### config.mk
export PLATFORM = sky130hd
export DESIGN_NAME = flag_word_unit
export DESIGN_NICKNAME = d
export VERILOG_FILES = /design/src/rtl/flg_pkg.sv /design/src/rtl/flg_priv_gate.sv /design/src/rtl/flg_status_merge.sv /design/src/rtl/flg_trap_ctl.sv /design/src/rtl/flag_word_unit.sv
export SDC_FILE = /design/constraint.sdc
export NUM_CORES = 1
export LEC_CHECK = 0
export ABC_AREA = 1
export BUFFER_PORTS_ARGS = -buffer_cell sky130_fd_sc_hd__clkbuf_2
export CORE_MARGIN = 2
export CORE_UTILIZATION = 40
export CTS_CLUSTER_DIAMETER = 50
export CTS_CLUSTER_SIZE = 25
export DETAILED_ROUTE_END_ITERATION = 10
export PLACE_DENSITY = 0.77
export SLEW_MARGIN = 10
export SYNTH_ARGS = -nofsm -noshare
export SYNTH_HDL_FRONTEND = slang
export SYNTH_SLANG_ARGS = --single-unit
### constraint.sdc
create_clock -name clk -period 1.4 [get_ports clk]
set_input_delay 0.14 -clock clk [delete_from_list [all_inputs] [get_ports clk]]
set_output_delay 0.14 -clock clk [all_outputs]
set_load 0.01 [all_outputs]
### src/rtl/flg_pkg.sv
package flg_pkg;
  localparam int FW  = 16;
  localparam int NST = 6;
  localparam int B_CF = 0;
  localparam int B_PF = 2;
  localparam int B_AF = 4;
  localparam int B_ZF = 6;
  localparam int B_SF = 7;
  localparam int B_TF = 8;
  localparam int B_IE = 9;
  localparam int B_DF = 10;
  localparam int B_OF = 11;
  localparam int B_PL = 12;
  localparam int PLW  = 2;
  localparam logic [FW-1:0] DEF_MASK = 16'h7FD5;

  // strobe index -> word bit position
  function automatic int st_pos(input int i);
    case (i)
      0: return B_CF;
      1: return B_PF;
      2: return B_AF;
      3: return B_ZF;
      4: return B_SF;
      default: return B_OF;
    endcase
  endfunction
endpackage

### src/rtl/flg_priv_gate.sv
module flg_priv_gate
  import flg_pkg::*;
(
  input  logic           pmode_i,
  input  logic [PLW-1:0] cpl_i,
  input  logic [PLW-1:0] iopl_i,
  output logic           ok_o
);
  assign ok_o = !pmode_i || (cpl_i <= iopl_i);
endmodule

### src/rtl/flg_status_merge.sv
module flg_status_merge
  import flg_pkg::*;
(
  input  logic [FW-1:0]  cur_i,
  input  logic [NST-1:0] we_i,
  input  logic [NST-1:0] val_i,
  output logic [FW-1:0]  word_o
);
  logic [NST-1:0][FW-1:0] stage;

  for (genvar g = 0; g < NST; g++) begin : g_bit
    localparam int P = st_pos(g);
    logic [FW-1:0] prev;
    if (g == 0) begin : g_first
      assign prev = cur_i;
    end else begin : g_rest
      assign prev = stage[g-1];
    end
    always_comb begin
      stage[g]    = prev;
      stage[g][P] = we_i[g] ? val_i[g] : prev[P];
    end
  end

  assign word_o = stage[NST-1];
endmodule

### src/rtl/flg_trap_ctl.sv
module flg_trap_ctl
  import flg_pkg::*;
(
  input  logic          clk,
  input  logic          rst_n,
  input  logic          fire_i,
  input  logic [FW-1:0] nxt_i,
  output logic          trap_req_o,
  output logic [FW-1:0] push_img_o
);
  logic [FW-1:0] push_d;

  always_comb begin
    push_d       = nxt_i;
    push_d[B_TF] = 1'b1;
  end

  always_ff @(posedge clk) begin
    if (!rst_n) begin
      trap_req_o <= 1'b0;
      push_img_o <= '0;
    end else begin
      trap_req_o <= fire_i;
      if (fire_i) push_img_o <= push_d;
    end
  end
endmodule

### src/rtl/flag_word_unit.sv
module flag_word_unit
  import flg_pkg::*;
(
  input  logic                clk,
  input  logic                rst_n,
  input  logic                retire_i,
  input  logic [NST-1:0]      st_we_i,
  input  logic [NST-1:0]      st_val_i,
  input  logic                ie_set_i,
  input  logic                ie_clr_i,
  input  logic                img_ld_i,
  input  logic [FW-1:0]       img_i,
  input  logic [PLW-1:0]      cpl_i,
  input  logic                pmode_i,
  output logic [FW-1:0]       flags_o,
  output logic                int_en_o,
  output logic                dir_dec_o,
  output logic                trap_req_o,
  output logic [FW-1:0]       push_img_o,
  output logic                prot_fault_o
);
  logic [FW-1:0] word_q, merged, nxt, word_d;
  logic          ok, ie_cmd, fire;

  flg_priv_gate u_gate (
    .pmode_i (pmode_i),
    .cpl_i   (cpl_i),
    .iopl_i  (word_q[B_PL +: PLW]),
    .ok_o    (ok)
  );

  flg_status_merge u_merge (
    .cur_i  (word_q),
    .we_i   (st_we_i),
    .val_i  (st_val_i),
    .word_o (merged)
  );

  assign ie_cmd = ie_set_i | ie_clr_i;
  assign fire   = retire_i & word_q[B_TF];

  always_comb begin
    if (img_ld_i) begin
      nxt       = img_i & DEF_MASK;
      nxt[B_IE] = ok ? img_i[B_IE] : word_q[B_IE];
    end else begin
      nxt = merged;
      if (ie_cmd && ok) nxt[B_IE] = ~ie_clr_i;
    end
    word_d = nxt;
    if (fire) word_d[B_TF] = 1'b0;
  end

  always_ff @(posedge clk) begin
    if (!rst_n) begin
      word_q       <= '0;
      prot_fault_o <= 1'b0;
    end else begin
      word_q       <= word_d & DEF_MASK;
      prot_fault_o <= ie_cmd & ~ok;
    end
  end

  flg_trap_ctl u_trap (
    .clk        (clk),
    .rst_n      (rst_n),
    .fire_i     (fire),
    .nxt_i      (nxt & DEF_MASK),
    .trap_req_o (trap_req_o),
    .push_img_o (push_img_o)
  );

  assign flags_o   = word_q;
  assign int_en_o  = word_q[B_IE];
  assign dir_dec_o = word_q[B_DF];
endmodule

# Word-level counts from Yosys, hierarchy flattened
# Cells that the tools add are included.
[op_classes]
n_lt_le_gt_ge = 1
mux = 9
bitwise = 6
n_reduce_logical = 4
[op_table]
columns = ["cell", "n"]
rows = [
  ["15-bit 2-to-1 mux", 1],
  ["1-bit 2-to-1 mux", 8],
  ["1-bit NOT", 3],
  ["1-bit bitwise AND", 2],
  ["2-bit <= comparator", 1],
  ["2-bit OR reduction", 1],
  ["1-bit logical AND", 1],
  ["1-bit logical NOT", 1],
  ["1-bit logical OR", 1],
  ["1-bit bitwise OR", 1],
]
[word_totals]
regBits = 26
input_bits = 37
out_inout_bits = 36
wordCells = 25

# Depth between registers and ports, before layout
# Gate-level depths: netlist of run 1.
[depth]
word_depth = 5
ltp_mapped = 10
depth_no_buf = 10

# Modules after synthesis
# Synthesis of run 1 repeated with hierarchy kept, for this count alone.
[unflattened]
cells_unflattened = 232
area_unflattened_um2 = 1512.7
[modules_own_cells]
columns = ["module", "instances", "cells_each", "area_each_um2", "seq_area_each_um2"]
rows = [
  ["flg_trap_ctl", 1, 101, 694.4, 340.3],
  ["flag_word_unit", 1, 86, 589.3, 260.2],
  ["flg_status_merge", 1, 34, 165.2, 0.0],
  ["flg_priv_gate", 1, 11, 63.8, 0.0],
]

# Worst setup path after synthesis of run 1
# Ideal clock, no wire load.
[synth_path]
path_type = "reg-to-reg"
startpoint = "register word_q[13], in the netlist flags_o[13]"
endpoint = "register u_trap.push_img_o[9]"
setup_ns = 0.113
t_arrival_ns = 1.098
required_ns = 1.287
setup_slack_ns = 0.188
path_stages_with_launch = 9
path_buffers = 0
period_less_slack_ns = 1.212
cell_sequence = "dfxtp_1 -> inv_1 -> ha_1 -> a21oi_1 -> nand2_1 -> nand2_1 -> nand2_1 -> nand3_1 -> nand2_1"
[synth_via]
elab_chain_len = 5
word_cells_on_any_way = 6
cone_classes = "1 x order compare; 3 x mux; 2 x reduce/logical"
[synth_lines]
columns = ["item", "line", "text"]
rows = [
  ["start, declared", "flag_word_unit.sv:22", "logic [FW-1:0] word_q, merged, nxt, word_d;"],
  ["start signal, assigned", "flag_word_unit.sv:59", "word_q <= word_d & DEF_MASK;"],
  ["2-bit <= comparator (*)", "flg_priv_gate.sv:9", "assign ok_o = !pmode_i || (cpl_i <= iopl_i);"],
  ["1-bit logical OR (*)", "flg_priv_gate.sv:9", ""],
  ["1-bit logical AND", "flag_word_unit.sv:48", "if (ie_cmd && ok) nxt[B_IE] = ~ie_clr_i;"],
  ["1-bit 2-to-1 mux", "flag_word_unit.sv:48", ""],
  ["15-bit 2-to-1 mux (*)", "flag_word_unit.sv:43", "if (img_ld_i) begin"],
  ["end signal, assigned", "flg_trap_ctl.sv:24", "if (fire_i) push_img_o <= push_d;"],
  ["end, declared", "flg_trap_ctl.sv:9", "output logic [FW-1:0] push_img_o"],
]
# Every way passes the cells marked *; elsewhere a longest branch is shown, timed or not.
# A chain may end at the register's enable or synchronous reset.

# Final worst setup path of run 1
# Same ends and word-level chain as after synthesis.

==> results_dict.tcl, run 1 <==
set metrics [dict create \
    status "complete, no violations" \
    num_vias 1060 \
    min_period_ns 1.226 \
    fin_nets 235 \
    cts-root-buf "clkbuf_4" \
    synth_ff_type "dfxtp_1" \
    end_kind "register" \
    die_h_um 55.93 \
    drtAntennaViolNets 0 \
    worstHoldPathType "primary input to register" \
    top_usage_layer "met2" \
    fin_skew_ns 0.01068 \
    avgSynthCellArea_um2 7.815 \
    hold_buffers 0 \
    clock_path_buffers 2 \
    ys_seq_area_share_pct 48.26 \
    post-place-cells 221 \
    initialDrtViolationCount 20 \
    startpoint_type "register" \
    synth_edf_count 0 \
    fin_util_pct 54.17 \
    rrSetupSlack_ns 0.17 \
    max_cap_viol_count 0 \
    grt_use_met2_pct 27.04 \
    cts_tree "done" \
    min_from "img_i[8]" \
    pin_count 73 \
    setup_viol 0 \
    grt_use_met1_pct 22.19 \
    areaGrowthSynthToFinish_pct 26.68 \
    dpl.hpwl_mm 1.903 \
    p_per_area_nw_per_um2 980.4 \
    asyncSetResetFlopFracSynth_pct 0 \
    critPathKind "register to register" \
    synth_most_common_cell "nand2_1" \
    port_buffers 60 \
    antenna_found_initial 0 \
    cp.required_ns 1.63 \
    worstHoldEndpoint "flags_o[8]" \
    yosys.area_share.simple_pct 15.89 \
    clock_latency_ns 0.31 \
    cts_setup_buffers 0 \
    ys_warn_count 0 \
    worst_ep_arrival_time_ns 1.45 \
    synth_compound_area_share_pct 14.85 \
    wl_per_cell_um 10.92 \
    clock-sinks 26 \
    core_um2 2522 \
    netlist_area_um2 1079 \
    wl_mm 2.445 \
    layout-drive-gt1-share_pct 36.08 \
    n_antenna_cell 0 \
    grt_max_degree 14 \
    synth_area_leaders "dfxtp_1, o21ai_1, nand2_1, buf_4, inv_1" \
    synth.area.mux_share_pct 2.784 \
    hold_depth 3 \
    dieArea_um2 3128 \
    place_congestion 0.7391 \
    synth_top_area_share_pct 48.26 \
    grtUsageTotal_pct 16.93 \
    grt_pass1_vias 974 \
    slew_viol_final 0 \
    drc 0 \
    yosysTopAreaCell "dfxtp_1" \
    synthCells 138 \
    grt_pass1_wl_mm 4.243 \
    finalCritPeriodShare_pct 87.55 \
    cp_max_fo 3 \
    synth-xor-area-share_pct 0 \
    path_clk_slew_ns 0.14 \
    p_total_uw 1340 \
    start_util_pct 42.76 \
    rows 18 \
    yosys-top-cells-count "nand2_1, dfxtp_1, o21ai_1" \
    fmax_ghz 0.8158 \
    synth-adder-area-share_pct 2.320 \
    fin_cells 224 \
    viasPerCell 4.732 \
    setup_tns_ns 0 \
    synth_top_family_by_area "simple AND/OR/NAND/NOR gates" \
    cts_buffers 3 \
    htreeDepth 1 \
    firstDrtPassIters 4 \
    r2r-end "u_trap.push_img_o[9]" \
    use_met3_pct 3.488 \
    leakagePower_uw 0.0007322 \
    synth-seq-cells 26 \
    reg2reg_from "flags_o[13]" \
    synth.distinct_cells 18 \
    reg2regPathDepth 8 \
    finalHoldViolations 0 \
    rsz0062_at_grt "no" \
    irDropWorstVdd_v 0.0005134 \
    die_x_um 55.93 \
    grt-ovfl-total 0 \
]
## worst max path at each step
stage,slack [ns],startpoint,to,depth (start not counted)
detailed placement,0.18,flags_o[13],u_trap.push_img_o[9],8
CTS,0.15,flags_o[13],u_trap.push_img_o[9],8
global route,0.007,flags_o[13],u_trap.push_img_o[9],8
finish,0.17,flags_o[13],u_trap.push_img_o[9],8
floorplan,0.19,flags_o[13],u_trap.push_img_o[9],8
global placement,0.20,flags_o[13],u_trap.push_img_o[9],8
## cell families after synthesis
| family | Yosys count |
|---|---|
| multiplexers | 3 |
| flip-flops | 26 |
| AND/OR/NAND/NOR | 43 |
| AO/OA/AOI/OAI | 32 |
| adder cells (fa/ha/maj) | 2 |
| other | 1 |
| buffers and inverters | 31 |
## power breakdown
part / internal [uW] / switching [uW]
registers: 777 / 20.3
clock network: 100 / 203
logic: 100 / 138
## routing by layer
metal  vias up  routed length [um]
met3         4                 209
li1        534                   -
met4         0                  37
met5         -                   0
met2        51                1093
met1       471                1104
## cell usage in the layout, fill, tap and decap left out
master,n
nor2_4,1
a21oi_1,8
o21ai_0,1
inv_2,4
dfxtp_1,25
inv_1,12
nand3_1,1
ha_1,2
clkbuf_4,3
conb_1,8
dfxtp_2,1
buf_4,1
nor3_1,1
clkbuf_2,60
nor2_1,12
mux2i_1,3
nand2_1,28
o21ai_1,23
## repair_timing
action,in CTS,in global routing
endpoints found under the setup margin,0,2
gates resized for setup,0,1
hold endpoints to repair,0,0
## layout make-up
cell class	instances	area, um^2
Inverter	16	60.06
Fill cell	264	1156
Multi-Input combinational cell	88	416.7
Tap cell	30	37.54
Clock buffer	3	22.52
Sequential cell	26	521.8
Timing Repair Buffer	61	307.8
## state kept, by name, summed over array words and instances (netlist names)
name               cells
u_trap.push_img_o     12
u_trap.trap_req_o      1
prot_fault_o           1
flags_o               12
## metrics by stage
step | instance area [um^2] | hold slack, ns | worst slack [ns]
after global placement | 1343 | 0.3736 | 0.1986
after detailed placement | 1343 | 0.3768 | 0.1781
after floorplan | 1105 | 0.2503 | 0.1884
after CTS | 1365 | 0.02987 | 0.1548
final | 1366 | 0.03466 | 0.1743
after global routing | 1366 | 0.07656 | 0.006591
## worst max-delay path, cell delays in order, from the launching register on
cell	delay, ns
dfxtp_2	0.35
inv_1	0.05
ha_1	0.28
a21oi_1	0.13
nand2_1	0.10
nand2_1	0.07
nand2_1	0.06
nand3_1	0.06
nand2_1	0.05
No activity file was read; power rests on OpenSTA's default activity.
==> run 2: changes to the inputs <==
--- a/config.mk
+++ b/config.mk
@@ -8,12 +8,13 @@
 export ABC_AREA = 1
 export BUFFER_PORTS_ARGS = -buffer_cell sky130_fd_sc_hd__clkbuf_2
 export CORE_MARGIN = 2
-export CORE_UTILIZATION = 40
+export CORE_UTILIZATION = 42
 export CTS_CLUSTER_DIAMETER = 50
 export CTS_CLUSTER_SIZE = 25
 export DETAILED_ROUTE_END_ITERATION = 10
-export PLACE_DENSITY = 0.77
-export SLEW_MARGIN = 10
+export PLACE_DENSITY = 0.74
+export SLEW_MARGIN = 0
 export SYNTH_ARGS = -nofsm -noshare
 export SYNTH_HDL_FRONTEND = slang
+export SYNTH_HIERARCHICAL = 1
 export SYNTH_SLANG_ARGS = --single-unit
==> run 2 against run 1 <==
- count of clock-buffer cells in the layout rose by 4
- largest power group unchanged
- critical path type unchanged
- wire length rose by 24%
- global-route usage down 0.94 points
- clock skew down 0.0070 ns
- design area up 38%
- sequential power is 17% higher
==> results_dict.tcl, run 2 <==
set metrics [dict create \
    status "complete, no violations" \
    p_switching_uw 528.1 \
    fmax_ghz 0.7223 \
    worst_ep_arrival_time_ns 1.66 \
    max_cap_viol_count 0 \
    seqCellArea_um2 603.1 \
    cp_max_fo 5 \
    timing.final.ws_setup_ns 0.01559 \
    cp.required_ns 1.68 \
    drc 0 \
    die_h_um 63.34 \
    min_period_ns 1.384 \
    power.share.combinational_pct 19.7 \
    clock_latency_ns 0.33 \
    pin_count 73 \
    critPathBufInv 2 \
    crit_family "simple AND/OR/NAND/NOR gates" \
    drtAntennaViolNets 0 \
    grt_max_degree 33 \
    grt_pass1_wl_mm 5.078 \
    final_common_cell "nand2_1" \
    cts-root-buf "clkbuf_4" \
    cp_slowest_cell "dfxtp_2" \
    slowest_delay_ns 0.34 \
    firstDrtPassIters 4 \
    path_clk_slew_ns 0.09 \
    fin_nets 331 \
    layout_common_cells "nand2_1, clkbuf_2, inv_1" \
    fin_skew_ns 0.003733 \
    largest_reg_flops 16 \
    end_kind "register" \
    finalHoldViolations 0 \
    critPathKind "register to register" \
    path_cells "inv_2, ha_4, nand2_1, nand2_1, nand2_2, a21oi_2, nand2_1, nand2_1, inv_1, nand2_1, nand2_1, nor2_1" \
    place_congestion 0.7022 \
    power.internal_uw 1306 \
    clock-sinks 30 \
    irDropWorstVdd_v 0.0005227 \
    ys_warn_count 6 \
    grt-ovfl-total 0 \
    slew_viol_final 0 \
    pre_cts_slack_ns -0.04329 \
    dieArea_um2 4012 \
    synthCells 227 \
    dpl.hpwl_mm 2.147 \
    netlist_area_um2 1479 \
    layout-drive-gt1-share_pct 31.06 \
    areaGrowthSynthToFinish_pct 27.58 \
    p_seq_share_pct 50.7 \
    largest_register "u_trap/push_img_o" \
    fin_util_pct 56.10 \
    antenna_found_initial 0 \
    htreeDepth 2 \
    avgSynthCellArea_um2 6.515 \
    hold_buffers 0 \
    cts_buffers 5 \
    worstHoldPathType "primary input to register" \
    multi_input_area_um2 656.9 \
    path_common_cell "nand2_1" \
    cts_tree "done" \
    rows 21 \
    finalCritPeriodShare_pct 98.89 \
    startpoint_type "register" \
    wl_mm 3.020 \
    core_um2 3363 \
    die_x_um 63.34 \
    port_buffers 64 \
    n_fill_cell 374 \
    n_antenna_cell 0 \
    setup_viol 0 \
    initialDrtViolationCount 54 \
    p_total_uw 1834 \
    viasPerCell 4.230 \
    power_frac_clock_pct 29.5 \
    sw_frac_of_total_pct 28.80 \
    clock_path_buffers 2 \
    grtUsageTotal_pct 15.98 \
    wl_per_cell_um 8.909 \
    start_util_pct 43.97 \
    rsz0062_at_grt "yes" \
    grt_pass1_vias 1251 \
    leakagePower_uw 0.001090 \
    p_per_area_nw_per_um2 971.8 \
    num_vias 1434 \
]
run 2: path summary, 6_finish.rpt:
kind                                            from              endpoint  slack, ns  cells past startpoint
worst max-delay path                     flags_o[13]  u_trap/push_img_o[9]       0.02                     12
worst min-delay path                       img_i[10]           flags_o[10]       0.05                      3
worst max register to register           flags_o[13]  u_trap/push_img_o[9]       0.02                     12
worst min register to register  u_trap/push_img_o[8]  u_trap/push_img_o[8]       0.45                      2
run 2: worst reg2reg max path, delay by kind of cell, from the launching register on:
family	cells	cell delay [ns]
simple gates	8	0.52
compound gates	1	0.13
fa+ha+maj	1	0.26
flops	1	0.34
buf+inv	2	0.08
run 2: routing by layer:
metal | vias to the layer above | part of all wire (%) | GRT usage [%]
met5 | - | 0 | 0
met4 | 0 | 1.4 | 7.337
met3 | 5 | 8.1 | 5.000
met2 | 50 | 46 | 26.45
met1 | 604 | 45 | 18.78
li1 | 775 | - | -
run 2: area by class of cell:
class	count	share of cell area [%]
clock buffers	7	2.918
clock inverters	1	0.2653
inverters	35	6.963
multi-input cells	150	34.81
flip-flops and latches	30	31.96
well taps	46	3.050
repair buffers	70	20.03
run 2: power by group through the flow:
stage	clock network, uW	registers (uW)	logic [uW]
2_1_floorplan	0	973	217
4_1_cts	563	930	352
5_1_grt	603	938	415
6_report	541	930	362
3_3_place_gp	0	948	337
3_5_place_dp	0	949	340
run 2: stage by stage:
| stage | TNS, ns | instances | hold slack (ns) | area [um^2] |
|---|---|---|---|---|
| 2_1_floorplan | 0 | 234 | 0.3023 | 1506 |
| 4_1_cts | 0 | 338 | 0.03916 | 1854 |
| 6_report | 0 | 339 | 0.04997 | 1887 |
| 3_3_place_gp | 0 | 329 | 0.3980 | 1768 |
| 5_1_grt | -0.1568 | 339 | 0.04453 | 1887 |
| 3_5_place_dp | -0.04329 | 329 | 0.3980 | 1768 |
run 2: repair_timing:
item	CTS	global route
buffers inserted	1	1
resized for setup	3	6
pin swaps	2	7
setup endpoints to repair	1	1
==> run 3: changes to the inputs <==
--- a/config.mk
+++ b/config.mk
@@ -7,12 +7,14 @@
 export LEC_CHECK = 0
 export ABC_AREA = 1
 export BUFFER_PORTS_ARGS = -buffer_cell sky130_fd_sc_hd__clkbuf_2
+export CELL_PAD_IN_SITES_DETAIL_PLACEMENT = 2
+export CELL_PAD_IN_SITES_GLOBAL_PLACEMENT = 2
 export CORE_MARGIN = 2
-export CORE_UTILIZATION = 42
+export CORE_UTILIZATION = 23
 export CTS_CLUSTER_DIAMETER = 50
 export CTS_CLUSTER_SIZE = 25
 export DETAILED_ROUTE_END_ITERATION = 10
-export PLACE_DENSITY = 0.74
+export PLACE_DENSITY_LB_ADDON = 0.1
 export SLEW_MARGIN = 0
 export SYNTH_ARGS = -nofsm -noshare
 export SYNTH_HDL_FRONTEND = slang
==> constraint.sdc (replaced) <==
create_clock -name clk -period 1.5 [get_ports clk]
set_input_delay 0.15 -clock clk [delete_from_list [all_inputs] [get_ports clk]]
set_output_delay 0.15 -clock clk [all_outputs]
set_load 0.01 [all_outputs]
==> run 3 against run 2 <==
- register-to-register slack improved by 0.08 ns
- worst hold slack improved by 0.073 ns
- critical path depth decreased by 2
- clock power increased by 48%
==> results_dict.tcl, run 3 (same netlist as run 2, synthesis figures left out) <==
set metrics [dict create \
    status "complete, no violations" \
    cp_max_fo 5 \
    wl_per_cell_um 10.74 \
    cp_slowest_cell "dfxtp_1" \
    clock_path_buffers 2 \
    max_slew_margin_pct 65.02 \
    leakagePower_uw 0.001116 \
    path_common_cell "nand2_1" \
    path_clk_slew_ns 0.07 \
    firstDrtPassIters 2 \
    post-place-cells 362 \
    worstHoldPathType "primary input to register" \
    pre_cts_slack_ns -0.03009 \
    hold_buffers 0 \
    critPathKind "register to register" \
    p_per_area_nw_per_um2 1030 \
    fin_nets 332 \
    grtUsageTotal_pct 12.19 \
    startpoint_type "register" \
    layout_common_cells "nand2_1, clkbuf_2, inv_1" \
    initialDrtViolationCount 22 \
    grt_pass1_wl_mm 6.886 \
    fin_area_um2 1949 \
    rsz0062_at_grt "yes" \
    finalHoldViolations 0 \
    grt_use_met1_pct 13.85 \
    use_met3_pct 3.343 \
    reg2reg_from "flags_o[12]" \
    start_util_pct 23.56 \
    setup_viol 0 \
    path_cells "ha_1, a21oi_2, nand2_2, a21oi_2, nand2_1, nand2_1, inv_1, nand2_1, nand2_1, nor2_1" \
    n_fill_cell 802 \
    fin_skew_ns 0.004904 \
    core_um2 6277 \
    end_kind "register" \
    fin_worst_hold_slack_ns 0.1226 \
    worst_ep_arrival_time_ns 1.62 \
    viasPerCell 4.113 \
    min_from "img_i[14]" \
    worstMarginPinSlew_ns 0.5241 \
    num_vias 1526 \
    seqCellArea_um2 601.8 \
    htreeDepth 2 \
    cts_tree "done" \
    grt_pass1_vias 1583 \
    layout-drive-gt1-share_pct 30.61 \
    n_antenna_cell 0 \
    cts_buffers 5 \
    grt_max_degree 22 \
    place_congestion 0.6711 \
    slowest_delay_ns 0.32 \
    startpoint "flags_o[12]" \
    irDropWorstVdd_v 0.0004473 \
    clock_latency_ns 0.28 \
    top_usage_layer "met2" \
    finalCritPeriodShare_pct 93.56 \
    fmax_ghz 0.7126 \
    wl_mm 3.985 \
    timing.final.ws_setup_ns 0.09666 \
    grt_use_met2_pct 21.79 \
    die_h_um 84.19 \
    p_total_uw 2007 \
    rows 29 \
    areaGrowthSynthToFinish_pct 31.81 \
    largest_reg_flops 16 \
    cp.required_ns 1.72 \
    die_x_um 84.19 \
    largest_register "u_trap/push_img_o" \
    grt-ovfl-total 0 \
    place_area_um2 1808 \
    cts-root-buf "clkbuf_8" \
    multi_input_area_um2 638.1 \
    slew_viol_final 0 \
    drc 0 \
    clock-sinks 30 \
    dpl.hpwl_mm 3.090 \
    final_common_cell "nand2_1" \
    drtAntennaViolNets 0 \
    dieArea_um2 7087 \
    antenna_found_initial 0 \
    pin_count 73 \
    min_period_ns 1.403 \
    port_buffers 64 \
    max_cap_viol_count 0 \
    fin_cells 371 \
]
## run 3: power by group
group | leakage (uW) | internal [uW] | switching [uW]
combinational | 0.000811 | 142 | 195
clock | 0.0000579 | 488 | 313
sequential | 0.000247 | 844 | 24.7
## run 3: cell type report
| class | count | area share (%) |
|---|---|---|
| multi-input cells | 150 | 32.73 |
| flip-flops and latches | 30 | 30.87 |
| well taps | 77 | 4.942 |
| inverters | 35 | 6.739 |
| clock inverters | 3 | 2.054 |
| clock buffers | 5 | 3.530 |
| repair buffers | 71 | 19.13 |
## run 3: repair_timing
action                                  in CTS  in global routing
cloned                                       0                  0
pin swaps                                    0                  6
endpoints found under the setup margin       1                  1
resized for setup                            2                  4
setup buffers                                0                  1
## run 3: worst max-delay path, delay by kind of cell (launching register included)
family	cells	cell delay [ns]
AO/OA/AOI/OAI	2	0.27
adder cells (fa/ha/maj)	1	0.28
buffers and inverters	1	0.04
flip-flops	1	0.32
AND/OR/NAND/NOR	6	0.44
## run 3: path summary, 6_finish.rpt
| kind | endpoint | slack, ns | depth (start not counted) |
|---|---|---|---|
| worst min-delay path | flags_o[14] | 0.12 | 3 |
| worst max-delay path | u_trap/push_img_o[9] | 0.1 | 10 |
| worst min register to register | u_trap/push_img_o[8] | 0.45 | 2 |
| worst max register to register | u_trap/push_img_o[9] | 0.1 | 10 |
## run 3: metrics by stage
stage	TNS, ns	utilization [%]
6_report	0	31.05
5_1_grt	-0.04347	31.05
2_1_floorplan	0	-
4_1_cts	0	30.60
3_5_place_dp	-0.03009	28.80
3_3_place_gp	0	28.80
## run 3: metal layers
metal	part of all wire (%)	routed length, um
met5	0	0
met4	1.4	55
met3	5.3	211
met2	49	1953
met1	44	1764
